### src/rtl/oh_ins_pkg.sv
package oh_ins_pkg;

  localparam int DEF_W = 5;
  localparam int REI_W = 4;
  localparam int RDI_W = 3;

  // bit0 = ais ... bit4 = plm
  typedef struct packed {
    logic plm;
    logic uneq;
    logic tim;
    logic lop;
    logic ais;
  } path_def_t;

  localparam logic [RDI_W-1:0] RDI_NE_CLEAR = 3'b000;
  localparam logic [RDI_W-1:0] RDI_NE_SRV   = 3'b100;
  localparam logic [RDI_W-1:0] RDI_EN_CLEAR = 3'b001;
  localparam logic [RDI_W-1:0] RDI_EN_PAY   = 3'b010;
  localparam logic [RDI_W-1:0] RDI_EN_SRV   = 3'b101;
  localparam logic [RDI_W-1:0] RDI_EN_CONN  = 3'b110;

endpackage

### src/rtl/rdi_encoder.sv
module rdi_encoder
  import oh_ins_pkg::*;
(
  input  path_def_t              defs,
  input  logic                   enh,
  output logic [RDI_W-1:0]       code
);

  logic srv_hit;
  logic conn_hit;

  always_comb begin
    srv_hit  = defs.ais | defs.lop;
    conn_hit = defs.tim | defs.uneq;
    if (enh) begin
      if (srv_hit)        code = RDI_EN_SRV;
      else if (conn_hit)  code = RDI_EN_CONN;
      else if (defs.plm)  code = RDI_EN_PAY;
      else                code = RDI_EN_CLEAR;
    end else begin
      code = srv_hit ? RDI_NE_SRV : RDI_NE_CLEAR;
    end
  end

endmodule

### src/rtl/rei_unit.sv
module rei_unit
  import oh_ins_pkg::*;
#(
  parameter int CNT_W   = 4,
  parameter int MAX_REI = 8
) (
  input  logic              clk,
  input  logic              rst,
  input  logic [CNT_W-1:0]  cnt,
  input  logic              inh,
  input  logic              err_pulse,
  input  logic              slot,
  output logic [REI_W-1:0]  rei
);

  localparam logic [CNT_W-1:0] CNT_CAP = CNT_W'(MAX_REI);

  logic              pend_q;
  logic [CNT_W-1:0]  capped;

  always_comb begin
    capped = (cnt > CNT_CAP) ? CNT_CAP : cnt;
    if (inh)
      rei = (pend_q | err_pulse) ? REI_W'(1) : '0;
    else
      rei = REI_W'(capped);
  end

  // one queued injection per path, consumed by the next G1 slot
  always_ff @(posedge clk) begin
    if (rst)
      pend_q <= 1'b0;
    else if (slot || !inh)
      pend_q <= 1'b0;
    else if (err_pulse)
      pend_q <= 1'b1;
  end

endmodule

### src/rtl/g1_path_unit.sv
module g1_path_unit
  import oh_ins_pkg::*;
#(
  parameter int CNT_W   = 4,
  parameter int MAX_REI = 8,
  parameter int BYTE_W  = 8
) (
  input  logic              clk,
  input  logic              rst,
  input  logic              enh,
  input  logic              prot_sel,
  input  logic [CNT_W-1:0]  loc_cnt,
  input  path_def_t         loc_def,
  input  logic [CNT_W-1:0]  prot_cnt,
  input  path_def_t         prot_def,
  input  logic              inh,
  input  logic              err_pulse,
  input  logic              slot,
  output logic [BYTE_W-1:0] g1_q
);

  logic [CNT_W-1:0] cnt_sel;
  path_def_t        def_sel;
  logic [REI_W-1:0] rei_val;
  logic [RDI_W-1:0] rdi_val;

  always_comb begin
    cnt_sel = prot_sel ? prot_cnt : loc_cnt;
    def_sel = prot_sel ? prot_def : loc_def;
  end

  rei_unit #(.CNT_W(CNT_W), .MAX_REI(MAX_REI)) u_rei (
    .clk       (clk),
    .rst       (rst),
    .cnt       (cnt_sel),
    .inh       (inh),
    .err_pulse (err_pulse),
    .slot      (slot),
    .rei       (rei_val)
  );

  rdi_encoder u_rdi (
    .defs (def_sel),
    .enh  (enh),
    .code (rdi_val)
  );

  always_ff @(posedge clk) begin
    if (rst)
      g1_q <= '0;
    else if (slot)
      g1_q <= BYTE_W'({rei_val, rdi_val, 1'b0});
  end

endmodule

### src/rtl/f2_path_unit.sv
module f2_path_unit #(
  parameter int BYTE_W = 8
) (
  input  logic              clk,
  input  logic              rst,
  input  logic              reg_en,
  input  logic [BYTE_W-1:0] reg_val,
  input  logic              poac_en,
  input  logic [BYTE_W-1:0] poac_val,
  input  logic              fill,
  input  logic              slot,
  output logic [BYTE_W-1:0] f2_q
);

  logic [BYTE_W-1:0] f2_d;

  always_comb begin
    if (reg_en)       f2_d = reg_val;
    else if (poac_en) f2_d = poac_val;
    else              f2_d = {BYTE_W{fill}};
  end

  always_ff @(posedge clk) begin
    if (rst)
      f2_q <= '0;
    else if (slot)
      f2_q <= f2_d;
  end

endmodule

### src/rtl/path_oh_inserter.sv
module path_oh_inserter
  import oh_ins_pkg::*;
#(
  parameter int NUM_PATHS = 3,
  parameter int CNT_W     = 4,
  parameter int MAX_REI   = 8,
  parameter int BYTE_W    = 8
) (
  input  logic                          clk,
  input  logic                          rst,
  input  logic                          stm1_mode,
  input  logic                          enh_rdi,
  input  logic                          prot_sel,
  input  logic [NUM_PATHS*CNT_W-1:0]    loc_err_cnt,
  input  logic [NUM_PATHS*DEF_W-1:0]    loc_defects,
  input  logic [NUM_PATHS*CNT_W-1:0]    prot_err_cnt,
  input  logic [NUM_PATHS*DEF_W-1:0]    prot_defects,
  input  logic [NUM_PATHS-1:0]          rei_inh,
  input  logic                          err_inject,
  input  logic [NUM_PATHS-1:0]          f2_reg_en,
  input  logic [NUM_PATHS*BYTE_W-1:0]   f2_reg_val,
  input  logic [NUM_PATHS-1:0]          poac_f2_en,
  input  logic [NUM_PATHS*BYTE_W-1:0]   poac_f2_val,
  input  logic                          oh_default,
  input  logic [NUM_PATHS-1:0]          g1_slot,
  input  logic [NUM_PATHS-1:0]          f2_slot,
  output logic [NUM_PATHS*BYTE_W-1:0]   g1_out,
  output logic [NUM_PATHS*BYTE_W-1:0]   f2_out
);

  logic [NUM_PATHS-1:0] inh_eff;

  always_comb begin
    for (int p = 0; p < NUM_PATHS; p++)
      inh_eff[p] = stm1_mode ? rei_inh[0] : rei_inh[p];
  end

  for (genvar p = 0; p < NUM_PATHS; p++) begin : g_path
    g1_path_unit #(
      .CNT_W   (CNT_W),
      .MAX_REI (MAX_REI),
      .BYTE_W  (BYTE_W)
    ) u_g1 (
      .clk       (clk),
      .rst       (rst),
      .enh       (enh_rdi),
      .prot_sel  (prot_sel),
      .loc_cnt   (loc_err_cnt[p*CNT_W +: CNT_W]),
      .loc_def   (path_def_t'(loc_defects[p*DEF_W +: DEF_W])),
      .prot_cnt  (prot_err_cnt[p*CNT_W +: CNT_W]),
      .prot_def  (path_def_t'(prot_defects[p*DEF_W +: DEF_W])),
      .inh       (inh_eff[p]),
      .err_pulse (err_inject),
      .slot      (g1_slot[p]),
      .g1_q      (g1_out[p*BYTE_W +: BYTE_W])
    );

    f2_path_unit #(.BYTE_W(BYTE_W)) u_f2 (
      .clk      (clk),
      .rst      (rst),
      .reg_en   (f2_reg_en[p]),
      .reg_val  (f2_reg_val[p*BYTE_W +: BYTE_W]),
      .poac_en  (poac_f2_en[p]),
      .poac_val (poac_f2_val[p*BYTE_W +: BYTE_W]),
      .fill     (oh_default),
      .slot     (f2_slot[p]),
      .f2_q     (f2_out[p*BYTE_W +: BYTE_W])
    );
  end

endmodule

### config.mk
export PLATFORM = sky130hd
export DESIGN_NAME = path_oh_inserter
export DESIGN_NICKNAME = d
export VERILOG_FILES = /design/src/rtl/oh_ins_pkg.sv /design/src/rtl/rdi_encoder.sv /design/src/rtl/rei_unit.sv /design/src/rtl/g1_path_unit.sv /design/src/rtl/f2_path_unit.sv /design/src/rtl/path_oh_inserter.sv
export SDC_FILE = /design/constraint.sdc
export NUM_CORES = 1
export LEC_CHECK = 0
export BUFFER_PORTS_ARGS = -buffer_cell sky130_fd_sc_hd__buf_4
export CAP_MARGIN = 15
export CORE_MARGIN = 4
export CORE_UTILIZATION = 45
export CTS_BUF_LIST = sky130_fd_sc_hd__clkbuf_4
export CTS_CLUSTER_DIAMETER = 50
export DETAILED_ROUTE_END_ITERATION = 6
export PLACE_DENSITY = 0.9
export SYNTH_ARGS = -nofsm -noshare
export SYNTH_HDL_FRONTEND = slang
export SYNTH_SLANG_ARGS = --single-unit
export TNS_END_PERCENT = 5
### constraint.sdc
create_clock -name clk -period 2.9 [get_ports clk]
set_input_delay 0.145 -clock clk [delete_from_list [all_inputs] [get_ports clk]]
set_output_delay 0.145 -clock clk [all_outputs]
set_load 0.05 [all_outputs]
==> results.toml, run 1 <==
[cells_and_area]
antennaDiodeCount = 0
drive_gt1_frac = 0.456
fin_nets = 579
final_cell_mix = "168 x buf_4, 51 x nand2b_1, 48 x dfxtp_1"
syn_to_final_growth_pct = 47.6
layout_commonest_cell = "buf_4"

[clock_network]
cts_tree = "built"
numCtsBuffers = 5
post-cts-setup-buffer-count = 0
clock_latency_ns = 0.35
cts_sinks = 48
clkTransAtPathRegs_ns = 0.13
cts_resized = 0
cts_hold_buf = 0
clockBufferDepth = 2
root_buffer = "clkbuf_4"
htree_levels = 2

[worst_setup_path]
r2r-end = "g_path[1].u_g1.g1_q[4]"
regToRegSetupSlack_ns = 1.82
arrival_ns = 1.38
regToRegStartpoint = "g_path[1].u_g1.g1_q[4]"
r2r_cells = 3
required_ns = 3.16
critPathCaptureType = "register"
crit_fanout = 45
cp-start-kind = "input port"
critPathKind = "input port to register"

[power_and_ir_drop]
cellLeakagePower_nw = 1.77
intPower_w = 0.00105
ir_worst_vdd_v = 0.000239
power.switching_w = 0.000503
clock_power_share = 0.198
pwr-share-seq = 0.462
power_density_mw_per_mm2 = 386
p_comb_frac = 0.340
switching_share = 0.323

[global_route]
antenna_found_initial = 0
grt_max_degree = 46
gr-total-overflow = 0
grt_pass1_vias = 2693
grt_pass1_wl_um = 12100
grt.total_usage = 0.202

[floorplan]
fp.dieArea_mm2 = 0.00739
num_rows = 28
core-area_mm2 = 0.00592
die_y_um = 85.9
start_util = 0.462
die_w_um = 85.9
ios = 172

[synth]
synth_cell_type_count = 48
synth_area_mm2 = 0.00273
netlist_instances = 303
avgSynthCellArea_um2 = 9.02
synth-seq-cells = 48
synthFlopType = "dfxtp_1"
synth_top_area_cell = "dfxtp_1"
ys_seq_area_frac = 0.351
yosysTopAreaCellShare = 0.351
synthArstFlopShare = 0
yosys-top-cells-area = "dfxtp_1 35%, nand2b_1 12%, mux2_2 11%"
synth_edf_count = 0
ys_warn_count = 0

[detailed_routing]
wirelength_um = 7880
vias_per_cell = 5.28
via_count = 2806
drtAntennaViolNets = 0
drc = 0
wl_per_cell_um = 14.8
firstDrtPassIters = 4
first_iter_violations = 76

[timing]
rsz0062_at_grt = "no"
finalSetupViolations = 0
fin_crit_ns = 1.12
clock_skew_ns = 0.000864
finalMaxSlewViolations = 0
fin_setup_tns_ns = 0
hold_viol = 0
setup_slack_ns = 1.78
finalCritPeriodShare = 0.387
max_freq_ghz = 0.891

[placement]
portBuffers = 168
place_ws_ns = 1.41
globalplace.congestion = 0.819
dp_hpwl_um = 6370

[job]
cap_violations = 0

[min_path]
holdPathStages = 2
hold_path.class = "input port to register"
min_to = "g_path[2].u_g1.u_rei.pend_q"
hp-start = "g1_slot[2]"

[status]
outcome = "completed"
[cell families after synthesis]
kind of cell | count (synthesis) | share of synthesized area
and+or+nand+nor | 104 | 0.241
AOI/OAI and AO/OA | 82 | 0.205
DFF | 48 | 0.351
muxes | 37 | 0.150
buffers and inverters | 31 | 0.0517
other | 1 | 0.00137
[layer usage]
layer / vias to the layer above / track usage / wire length, µm
li1: 1411 / - / -
met1: 1252 / 0.224 / 2920
met2: 132 / 0.362 / 3870
met3: 11 / 0.0576 / 935
met4: 0 / 0.0777 / 153
met5: - / 0 / 0
[registers in the layout, summed over array words and instances (netlist names)]
signal	cells
g_path.u_g1.g1_q	21
g_path.u_g1.u_rei.pend_q	3
g_path.u_f2.f2_q	24
[worst max-delay path by stage]
stage,start,end,depth (start not counted)
after global routing,rst,g_path[1].u_g1.g1_q[2],4
after global placement,rst,g_path[1].u_g1.g1_q[2],4
final,rst,g_path[1].u_g1.g1_q[2],4
after floorplan,g_path[1].u_g1.g1_q[4],g_path[1].u_g1.g1_q[4],3
after CTS,g_path[0].u_g1.g1_q[6],g1_out[6],1
after detailed placement,prot_sel,g_path[1].u_g1.g1_q[5],4
[synthesized netlist by cell type (all sizes together), types with 3 or more instances]
library cell  instances
nor4                  4
nor3                  3
nor3b                 3
dfxtp                48
o211ai               25
a211oi                7
a21oi                28
buf                   8
nand2                 6
nor2                  8
nand3                 4
or3                   5
o32ai                 4
clkbuf               17
mux2i                 9
nand2b               51
mux2                 28
inv                   5
nor4b                 5
o21ai                 6
or3b                  6
[worst max-delay path, stage by stage]
cell and delay [ns]:
buf_4 0.39, clkinv_1 0.36, and3_1 0.28, a32o_1 0.20
[power groups by stage]
stage / clock (W) / sequential (W) / combinational, W
3_5_place_dp: 0 / 0.000734 / 0.000532
4_1_cts: 0.000323 / 0.000719 / 0.000533
6_report: 0.000308 / 0.000719 / 0.000530
5_1_grt: 0.000348 / 0.000724 / 0.000566
3_3_place_gp: 0 / 0.000733 / 0.000523
2_1_floorplan: 0 / 0.000860 / 0.000183
[cell type report]
type | count | area (µm²)
tap | 75 | 93.8
timing repair buffer | 168 | 1260
fill | 460 | 1890
sequential | 48 | 961
inverter | 6 | 22.5
multi-input combinational | 226 | 1640
clock buffer | 7 | 52.6
clock inverter | 1 | 3.75
[stage by stage]
step | util | hold slack (ns) | cells | cell area (µm²) | total power [W]
3_5_place_dp | 0.672 | 0.409 | 523 | 3980 | 0.00127
2_1_floorplan | - | 0.265 | 305 | 2740 | 0.00104
3_3_place_gp | 0.672 | 0.400 | 523 | 3980 | 0.00126
5_1_grt | 0.681 | 0.0293 | 531 | 4030 | 0.00164
6_report | 0.681 | 0.0308 | 531 | 4030 | 0.00156
4_1_cts | 0.681 | 0.0139 | 531 | 4030 | 0.00158
Power figures use the tool's default switching activity.
==> inputs of run 2 (changes only) <==
--- a/config.mk
+++ b/config.mk
@@ -8,11 +8,11 @@
 export BUFFER_PORTS_ARGS = -buffer_cell sky130_fd_sc_hd__buf_4
 export CAP_MARGIN = 15
 export CORE_MARGIN = 4
-export CORE_UTILIZATION = 45
+export CORE_UTILIZATION = 40
 export CTS_BUF_LIST = sky130_fd_sc_hd__clkbuf_4
 export CTS_CLUSTER_DIAMETER = 50
 export DETAILED_ROUTE_END_ITERATION = 6
-export PLACE_DENSITY = 0.9
+export PLACE_DENSITY = 0.85
 export SYNTH_ARGS = -nofsm -noshare
 export SYNTH_HDL_FRONTEND = slang
 export SYNTH_SLANG_ARGS = --single-unit
==> constraint.sdc (replaced) <==
create_clock -name clk -period 1 [get_ports clk]
set_input_delay 0.05 -clock clk [delete_from_list [all_inputs] [get_ports clk]]
set_output_delay 0.05 -clock clk [all_outputs]
set_load 0.05 [all_outputs]
==> run 2 against run 1 <==
  * The run now ends with setup timing left
  * Wire length is 11% higher
  * Critical path depth down 1
  * Via count rose by 6.8%
  * Cell count rose by 5.8%
  * Sequential share of layout area decreased by 1.8 points
  * Design area rose by 11%
  * Combinational power rose to 3.2 times the previous value
  * Largest cell class unchanged
  * Highest routed layer unchanged
==> results.toml, run 2 (synthesis gave the netlist of run 1 again) <==
[detailed_routing]
wl_per_cell_um = 15.5
first_iter_violations = 79
wirelength_um = 8730
drc = 0
drtAntennaViolNets = 0
via_count = 2996
vias_per_cell = 5.33
firstDrtPassIters = 4

[timing]
clock_skew_ns = 0.000743
finalSetupViolations = 2
finalMaxSlewViolations = 0
hold_viol = 0
fin_setup_tns_ns = -0.106
finalCritPeriodShare = 1.06
rsz0062_at_grt = "yes"
fin_crit_ns = 1.06
max_freq_ghz = 0.947
setup_slack_ns = -0.0558

[worst_setup_path]
arrival_ns = 1.33
critPathKind = "register to register"
critical-path-slowest-cell = "or4_4"
crit_fanout = 2
required_ns = 1.27
worstPathCellList = "nor2_2 > or4_4 > o32ai_2"
cpPeakStageDelay_ns = 0.47
cp-start-kind = "register"
critPathCaptureType = "register"

[power_and_ir_drop]
p_comb_frac = 0.346
ir_worst_vdd_v = 0.000607
power_w = 0.00495
switching_share = 0.307
intPower_w = 0.00343
clock_power_share = 0.229
pwr-share-seq = 0.426
power_density_mw_per_mm2 = 1100
cellLeakagePower_nw = 1.96
power.switching_w = 0.00152

[global_route]
gr-total-overflow = 0
grt.total_usage = 0.208
grt_pass1_vias = 3067
antenna_found_initial = 0
grt_pass1_wl_um = 14100
grt_max_degree = 25

[clock_network]
cts_tree = "built"
cts_sinks = 48
clockBufferDepth = 2
root_buffer = "clkbuf_4"
clock_latency_ns = 0.35
post-cts-setup-buffer-count = 0
htree_levels = 2
clkTransAtPathRegs_ns = 0.13
numCtsBuffers = 5

[status]
violations = "setup timing"
outcome = "finished, violations left"

[placement]
portBuffers = 168
dpl-instance-area_mm2 = 0.00411
dp_hpwl_um = 6850
place_ws_ns = -0.217
globalplace.congestion = 0.858

[cells_and_area]
antennaDiodeCount = 0
largest-register = "g_path.u_f2.f2_q"
final_cell_mix = "147 x buf_4, 51 x nand2b_1, 38 x buf_6"
drive_gt1_frac = 0.511
final_util = 0.691
fin_nets = 608
largest_reg_flops = 24
layout_commonest_cell = "buf_4"
reg.largest.list = "g_path.u_f2.f2_q x24, g_path.u_g1.g1_q x21, g_path.u_g1.u_rei.pend_q x3"
final_area_mm2 = 0.00449
syn_to_final_growth_pct = 64.3
fillers = 496

[floorplan]
die_y_um = 90.7
start_util = 0.421
die_w_um = 90.7
fp.dieArea_mm2 = 0.00822
ios = 172
core-area_mm2 = 0.00649
num_rows = 29

[min_path]
hold_path.class = "input port to register"

[job]
cap_violations = 0
run 2: cell count changes in the layout (fill, tap and decap cells not counted), moves of 12 or more:
| cell | delta |
|---|---|
| buf_4 | -21 |
| buf_6 | +38 |
| dfxtp_1 | -19 |
| dfxtp_2 | +18 |
| dlygate4sd3_1 | +12 |
run 2: per-stage QoR:
step,cells,hold WS (ns)
after floorplan,305,0.170
after global placement,542,0.308
after detailed placement,542,0.322
after CTS,562,0.00515
after global routing,562,0.00351
final,562,0.00813
run 2: final timing paths:
path | startpoint | end | slack, ns | cells after the start
hold / removal | g1_slot[2] | g_path[2].u_g1.g1_q[3] | 0.008 | 3
setup / recovery | g_path[1].u_g1.g1_q[4] | g_path[1].u_g1.g1_q[4] | -0.06 | 3
hold reg to reg | g_path[1].u_g1.g1_q[6] | g_path[1].u_g1.g1_q[6] | 0.47 | 2
setup reg to reg | g_path[1].u_g1.g1_q[4] | g_path[1].u_g1.g1_q[4] | -0.06 | 3
run 2: what timing repair did:
action                                 in CTS  in global routing
setup endpoints to repair                   5                 39
hold buffers                               12                  0
resized for setup                           4                 54
endpoints found under the hold margin      11                  0
run 2: worst max-delay path: cells and delay by family (launching register included):
family	cells	cell delay [ns]
AND/OR/NAND/NOR	2	0.51
flip-flops	1	0.37
AO/OA/AOI/OAI	1	0.10
run 2: layout make-up:
type / instances / area, µm² / area share
inverter: 6 / 22.5 / 0.00502
sequential: 48 / 987 / 0.220
multi-input combinational: 226 / 1650 / 0.368
clock buffer: 6 / 45.0 / 0.0100
timing repair buffer: 197 / 1650 / 0.368
tap: 77 / 96.3 / 0.0215
clock inverter: 2 / 35.0 / 0.00780
run 2: power groups by stage:
stage | combinational [W] | sequential (W) | clock, W
final | 0.00171 | 0.00211 | 0.00113
after global routing | 0.00183 | 0.00212 | 0.00125
after CTS | 0.00166 | 0.00209 | 0.00118
after detailed placement | 0.00161 | 0.00213 | 0
after global placement | 0.00158 | 0.00212 | 0
after floorplan | 0.000532 | 0.00250 | 0
run 2: layer usage:
| layer | part of all wire | wire length, µm | global-route usage |
|---|---|---|---|
| met1 | 0.37 | 3230 | 0.214 |
| met2 | 0.50 | 4360 | 0.370 |
| met3 | 0.093 | 816 | 0.0767 |
| met4 | 0.037 | 323 | 0.0982 |
| met5 | 0 | 0 | 0 |
